### config.mk
export PLATFORM = sky130hd
export DESIGN_NAME = branch_trace_buf
export DESIGN_NICKNAME = d
export VERILOG_FILES = /design/src/rtl/branch_trace_buf.sv
export SDC_FILE = /design/constraint.sdc
export NUM_CORES = 1
export LEC_CHECK = 0
export BUFFER_PORTS_ARGS = -buffer_cell sky130_fd_sc_hd__buf_2
export CORE_ASPECT_RATIO = 1.75
export CORE_MARGIN = 3
export CORE_UTILIZATION = 45
export DETAILED_ROUTE_END_ITERATION = 10
export HOLD_SLACK_MARGIN = 0.15
export PLACE_DENSITY_LB_ADDON = 0.15
export SETUP_SLACK_MARGIN = 0.15
export SYNTH_ARGS = -nofsm -noshare
export SYNTH_HDL_FRONTEND = slang
export SYNTH_SLANG_ARGS = --single-unit
export TNS_END_PERCENT = 100
### constraint.sdc
create_clock -name clk -period 12 [get_ports clk]
set_clock_uncertainty 0.1 [all_clocks]
set_input_delay 0.6 -clock clk [delete_from_list [all_inputs] [get_ports clk]]
set_output_delay 0.6 -clock clk [all_outputs]
set_load 0.05 [all_outputs]
### src/rtl/branch_trace_buf.sv
module branch_trace_buf #(
  parameter int DEPTH = 16,
  parameter int AW    = 32,
  parameter int RAW   = 4
) (
  input  logic           clk,
  input  logic           rst_n,
  input  logic           br_take,
  input  logic [AW-1:0]  br_src,
  input  logic [AW-1:0]  br_dst,
  input  logic           reg_wr,
  input  logic           reg_rd,
  input  logic [RAW-1:0] reg_addr,
  input  logic [AW-1:0]  reg_wdata,
  output logic [AW-1:0]  reg_rdata
);
  localparam int PW = $clog2(DEPTH);
  localparam int CW = $clog2(DEPTH + 1);
  localparam logic [RAW-1:0] A_CTRL = RAW'(0);
  localparam logic [RAW-1:0] A_STAT = RAW'(4);
  localparam logic [RAW-1:0] A_DATA = RAW'(8);

  logic [AW-1:0] src_mem [DEPTH];
  logic [AW-1:0] dst_mem [DEPTH];
  logic [PW-1:0] wp;
  logic [CW-1:0] cnt;
  logic          ph, pwr, en, ovf;

  wire cap    = br_take & pwr & en;
  wire wr_ctl = reg_wr && (reg_addr == A_CTRL);
  wire kill   = wr_ctl && !reg_wdata[0];
  wire rd_dat = reg_rd && (reg_addr == A_DATA);
  wire full   = (cnt == CW'(DEPTH));
  wire empty  = (cnt == '0);
  wire [PW-1:0] top = wp - PW'(1);
  wire unused_wdata = ^reg_wdata[AW-1:3];

  always_ff @(posedge clk) begin
    if (cap) begin
      src_mem[wp] <= br_src;
      dst_mem[wp] <= br_dst;
    end
  end

  always_ff @(posedge clk or negedge rst_n) begin
    if (!rst_n) begin
      pwr <= 1'b0;
      en  <= 1'b0;
    end else if (wr_ctl) begin
      pwr <= reg_wdata[0];
      en  <= reg_wdata[1];
    end
  end

  always_ff @(posedge clk or negedge rst_n) begin
    if (!rst_n) begin
      wp  <= '0;
      cnt <= '0;
      ph  <= 1'b0;
      ovf <= 1'b0;
    end else if (kill) begin
      wp  <= '0;
      cnt <= '0;
      ph  <= 1'b0;
      ovf <= 1'b0;
    end else begin
      if (cap) begin
        wp <= wp + PW'(1);
        if (!full) cnt <= cnt + CW'(1);
        ph <= rd_dat;
      end else if (rd_dat && !empty) begin
        ph <= ~ph;
        if (ph) begin
          wp  <= top;
          cnt <= cnt - CW'(1);
        end
      end
      ovf <= (wr_ctl ? (ovf & reg_wdata[2]) : ovf) | (cap & full);
    end
  end

  always_ff @(posedge clk or negedge rst_n) begin
    if (!rst_n) reg_rdata <= '0;
    else if (reg_rd) begin
      case (reg_addr)
        A_CTRL:  reg_rdata <= AW'({ovf, en, pwr});
        A_STAT:  reg_rdata <= AW'(cnt);
        A_DATA:  reg_rdata <= cap ? br_dst : empty ? '0 : ph ? src_mem[top] : dst_mem[top];
        default: reg_rdata <= '0;
      endcase
    end
  end
endmodule

# After elaboration in Yosys (flattened, before gate mapping)

Memories as Yosys holds them, arrays and structs flattened.
Cells that the tools add are included.

Output and inout bits: 32
Memories kept: 2
Bits in writable memories: 1,024
Flip-flop bits (word level): 45
Input port bits: 105

$add $sub $neg: 4
Bitwise operators: 6
Equality and inequality tests: 4
Muxes and demuxes: 20
Reductions and logical operators: 12

Memory list:

| memory  | words | bits a word | read ports | clocked after memory_dff | write ports | line | text |
|---|---|---|---|---|---|---|---|
| dst_mem | 16    | 32          | 1          | 0                        | 1           | 24   | `logic [AW-1:0] dst_mem [DEPTH];` |
| src_mem | 16    | 32          | 1          | 0                        | 1           | 23   | `logic [AW-1:0] src_mem [DEPTH];` |

Operator list:

| operator              | number |
|---|---|
| $mux W32              | 3 |
| $pmux W32 S3          | 1 |
| $mux W5               | 5 |
| $mux W4               | 4 |
| $mux W1               | 7 |
| $reduce_bool A3 Y1    | 2 |
| $add A5 B1 Y5 const B | 1 |
| $eq A5 B5 Y1 const B  | 1 |
| $logic_not A5 Y1      | 1 |
| $sub A5 B1 Y5 const B | 1 |
| $add A4 B1 Y4 const B | 1 |
| $and A1 B1 Y1         | 4 |
| $eq A4 B3 Y1 const B  | 1 |
| $eq A4 B4 Y1 const B  | 1 |
| $logic_and A1 B1 Y1   | 4 |
| $logic_not A4 Y1      | 1 |
| $sub A4 B1 Y4 const B | 1 |
| $ne A3 B3 Y1 const B  | 1 |
| $reduce_and A3 Y1     | 1 |
| $logic_not A1 Y1      | 2 |
| $reduce_and A2 Y1     | 1 |
| $not A1 Y1            | 1 |
| $or A1 B1 Y1          | 1 |

# Longest topological paths before layout

Depth after elaboration: 6
Gate-level depth with buffers: 13

# Least setup slack after synthesis

No wires, ideal clock.

Path kind: input -> register
From: input br_take
To: memory dst_mem[0][0], enable pin
Stages on the path: 5
Arrival: 5.752 ns
Slack: 5.583 ns
Path buffers: 1
Path through: nand3_1 inv_1 buf_1 nand2_1 nor3_1

Word-level cells in the longest chain between the ends: 4

Ends and longest elaborated chain:

| what                          | line | text |
|---|---|---|
| from (decl)                   | 8    | `input logic br_take,` |
| $and A1 B1 Y1 (2 in a row)    | 29   | `wire cap = br_take & pwr & en;` |
| $mux W1                       | 39   | `if (cap) begin` |
| $mux W1 (not written as such) | 41   | `dst_mem[wp] <= br_dst;` |
| to (decl)                     | 24   |  |

No other way between the ends.

# Worst setup path in the final report

From: register wp[0]
To: register reg_rdata[10]

Word-level cells in the longest chain between the ends: 6
Elaborated cells on any way between the ends: 7

Ends and longest elaborated chain:

| what                               | line | text |
|---|---|---|
| from (decl)                        | 25   | `logic [PW-1:0] wp;` |
| from (signal assigned)             | 68   | `wp <= wp + PW'(1);` |
| from (signal assigned)             | 74   | `wp <= top;` |
| $sub A4 B1 Y4 *                    | 35   | `wire [PW-1:0] top = wp - PW'(1);` |
| $mem_v2 Z16 W32 (on tied branches) | -    |  |
| $mux W32 * (3 in a row)            | 88   | `A_DATA: reg_rdata <= cap ? br_dst : empty ? '0 : ph ? src_mem[top] : dst_mem[top];` |
| $pmux W32 S3 *                     | 85   | `case (reg_addr)` |
| to (signal assigned)               | 86   | `A_CTRL: reg_rdata <= AW'({ovf, en, pwr});` |
| to (signal assigned)               | 87   | `A_STAT: reg_rdata <= AW'(cnt);` |
| to (signal assigned)               | 88   |  |
| to (decl)                          | 15   | `output logic [AW-1:0] reg_rdata` |

Mark *: on every way between the ends. The rest lies on a longest branch, timed or not.
A chain may end at the register's enable or synchronous reset.

==> reports/results.tsv <==
metric	value	unit
status	finished clean	
yosysTopAreaCell	edfxtp_1	
drive_above_1_share	0.2569	
synth_seq_area_share	0.7663	
vias_per_cell	6.002	
cts_sinks	1069	
layout.nets	2341	
io_buffers	107	
synth_top_cell_area_share	0.7392	
grt_max_degree	109	
drt-total-wl	101.1	mm
fin_util	0.5145	
syn_area	41600	sq um
clkPwrFrac	0.278	
ff_latch_area	31880	sq um
clkTransAtPathRegs	70	ps
vias	20980	
yosysWarnings	0	
antenna_found_initial	6	
final_cell_count_no_fill	3495	
gp_congestion	0.7522	
grt_pass1_wl	150.0	mm
setup_tns	0	ps
pwr-share-seq	0.389	
relSlewSlack	0.1551	
crit_type	reg -> reg	
area_growth	12.74	%
ir_drop	0.2361	mV
cts_root_buf	clkbuf_16	
power.total	11.00	mW
power_density	234.5	nW/um^2
mappedNetlistNets	2180	
grt_pass1_vias	22240	
htreeDepth	3	
num_rows	146	
die_y	408.2	um
yosysUniqueCellTypes	59	
cts_made_buffers	94	
synth-async-reset-ratio	0.04210	
netlist_top_cells_area	edfxtp_1 (74%), mux4_2 (12%), dfrtp_1 (2.7%), nand2_1 (2.2%), a22oi_1 (1.4%)	
cts_tree	done	
io_pins	137	
period_minus_slack	5141	ps
clockBufferDepth	3	
grt_usage	0.2116	
multiInputGateArea	9188	sq um
grt_overflow_total	0	
synthCells	2066	
p_sw_frac	0.3316	
drcViolationCount	0	
synth_edf_count	1024	
power_frac_comb	0.333	
hpwlAfterDp	52.30	mm
hp-class	in -> reg	
clock_latency	690	ps
yosys_register_bits	1069	
ys.flop_type	edfxtp_1	
antenna_left	0	
hold_viol_final	0	
maxCapViolations	0	
fillers	7219	
slew_viol_final	0	
startpoint_type	register	
path_max_fanout	63	
arrival	5560	ps
start_util	0.4564	
reg2reg_slack	6860	ps
coreArea	91150	sq um
rsz0062_at_grt	no	
fin_ws	6859	ps
end_kind	register	
fin_crit_sh	0.4284	
setup_violations	0	
required	12420	ps
syn_area_per_cell	20.13	sq um
hold_buffers	24	
die_x	235.8	um
drt_first_iter_violations	1691	
wire_per_inst	28.93	um
leakage	14.93	nW
placedCellCount	3291	
p_int	7.352	mW
die_area	96270	sq um
ctsResizeCount	0	
dr.pass1.iters	7	
fmax	194.5	MHz
place_ws	6763	ps
worstMarginPinSlew	1264	ps
switchingPower	3.648	mW
cts_setup_buffers	0	
[cell type report]
cell class / count / area share
sequential: 1069 / 0.6797
multi-input combinational: 872 / 0.1959
clock buffer: 123 / 0.05488
tap: 1184 / 0.03159
timing repair buffer: 182 / 0.02524
clock inverter: 54 / 0.01185
inverter: 8 / 0.0006670
antenna: 3 / 0.0001601
[power by group through the flow]
stage / Clock (mW) / Combinational, mW / Sequential, mW
2_1_floorplan: 0 / 2.67 / 4.33
3_3_place_gp: 0 / 3.67 / 4.36
3_5_place_dp: 0 / 3.71 / 4.36
4_1_cts: 3.13 / 3.73 / 4.28
5_1_grt: 3.26 / 3.94 / 4.29
6_report: 3.06 / 3.66 / 4.28
[synthesized netlist by cell type, types with 3 or more instances]
| library cell | instances |
|---|---|
| a21boi_1 | 5 |
| buf_4 | 14 |
| a21o_1 | 3 |
| dfrtp_1 | 45 |
| buf_2 | 36 |
| buf_6 | 16 |
| mux2i_1 | 9 |
| and3_1 | 4 |
| o2111ai_1 | 29 |
| nor2_2 | 3 |
| edfxtp_1 | 1024 |
| a31oi_1 | 8 |
| nor2_1 | 32 |
| ha_1 | 8 |
| xnor2_1 | 4 |
| nand2b_1 | 5 |
| clkbuf_1 | 42 |
| buf_1 | 7 |
| a2111oi_0 | 3 |
| a221oi_1 | 3 |
| or3_1 | 3 |
| a22oi_1 | 76 |
| inv_1 | 8 |
| nor3_1 | 10 |
| a32oi_1 | 7 |
| nor2b_1 | 7 |
| a2111oi_2 | 23 |
| a21oi_1 | 38 |
| mux4_2 | 226 |
| nand3_1 | 61 |
| nand2_1 | 247 |
| o21ai_0 | 5 |
| a21boi_0 | 21 |
[flip-flops by register name, summed over array words and instances, names as in the netlist]
name,cells
ovf,1
ph,1
wp,4
src_mem,512
reg_rdata,32
dst_mem,512
en,1
cnt,5
pwr,1
[kinds of logic (layout without fill, tap and decap cells)]
family	after synthesis	after routing	share of synthesized area
DFF	1069	1069	0.7663
muxes	238	238	0.1257
and+or+nand+nor	381	381	0.03898
AOI/OAI and AO/OA	235	235	0.04641
other	0	3	0
buffers and inverters	125	367	0.01705
xor gates and xnor gates	9	9	0.002707
adders and majority gates	9	9	0.002888
[layer usage]
metal | GRT usage | part of all wire | routed length [um]
met5 | 0 | 0.00020 | 20
met3 | 0.03115 | 0.058 | 5886
met2 | 0.3727 | 0.53 | 53500
met1 | 0.2756 | 0.39 | 39560
met4 | 0.05680 | 0.021 | 2158
[per-stage QoR]
step | area (sq um) | hold slack (ps)
2_1_floorplan | 41600 | 204.4
3_3_place_gp | 43520 | 446.8
3_5_place_dp | 43520 | 448.8
4_1_cts | 46890 | 150.6
5_1_grt | 46900 | 193.8
6_report | 46900 | 201.1
[cell usage in the layout, fill, tap and decap left out, drive strengths merged, types with 12 or more instances in the layout]
master       instances
buf                158
edfxtp            1024
nor3                12
nand2              247
nor2                36
dlygate4sd3         24
a22oi               78
mux4               227
a21oi               39
dfrtp               45
nand3               61
a2111oi             29
o2111ai             30
a21boi              26
clkinv              39
clkbuf             123
[path summary, 6_finish.rpt]
path / from / end / cells past startpoint
max: wp[0]$_DFFE_PN0P_ / reg_rdata[10]$_DFFE_PN0P_ / 11
min: br_dst[22] / dst_mem[7][22]$_DFFE_PP_ / 1
max reg2reg: wp[0]$_DFFE_PN0P_ / reg_rdata[10]$_DFFE_PN0P_ / 11
min reg2reg: reg_rdata[19]$_DFFE_PN0P_ / reg_rdata[19]$_DFFE_PN0P_ / 2
max in group asynchronous: rst_n / wp[0]$_DFFE_PN0P_ / 3
min in group asynchronous: rst_n / reg_rdata[1]$_DFFE_PN0P_ / 3
[worst max-delay path, cell delays in order (launching register included)]
cell	delay [ps]
dfrtp_4	930
inv_1	520
ha_1	500
xor2_4	180
buf_4	550
buf_4	830
nor2_4	0
buf_4	350
a22oi_1	240
a21oi_1	150
a2111oi_2	420
a22oi_1	140
Note: power is estimated with default switching activity, not from simulation.
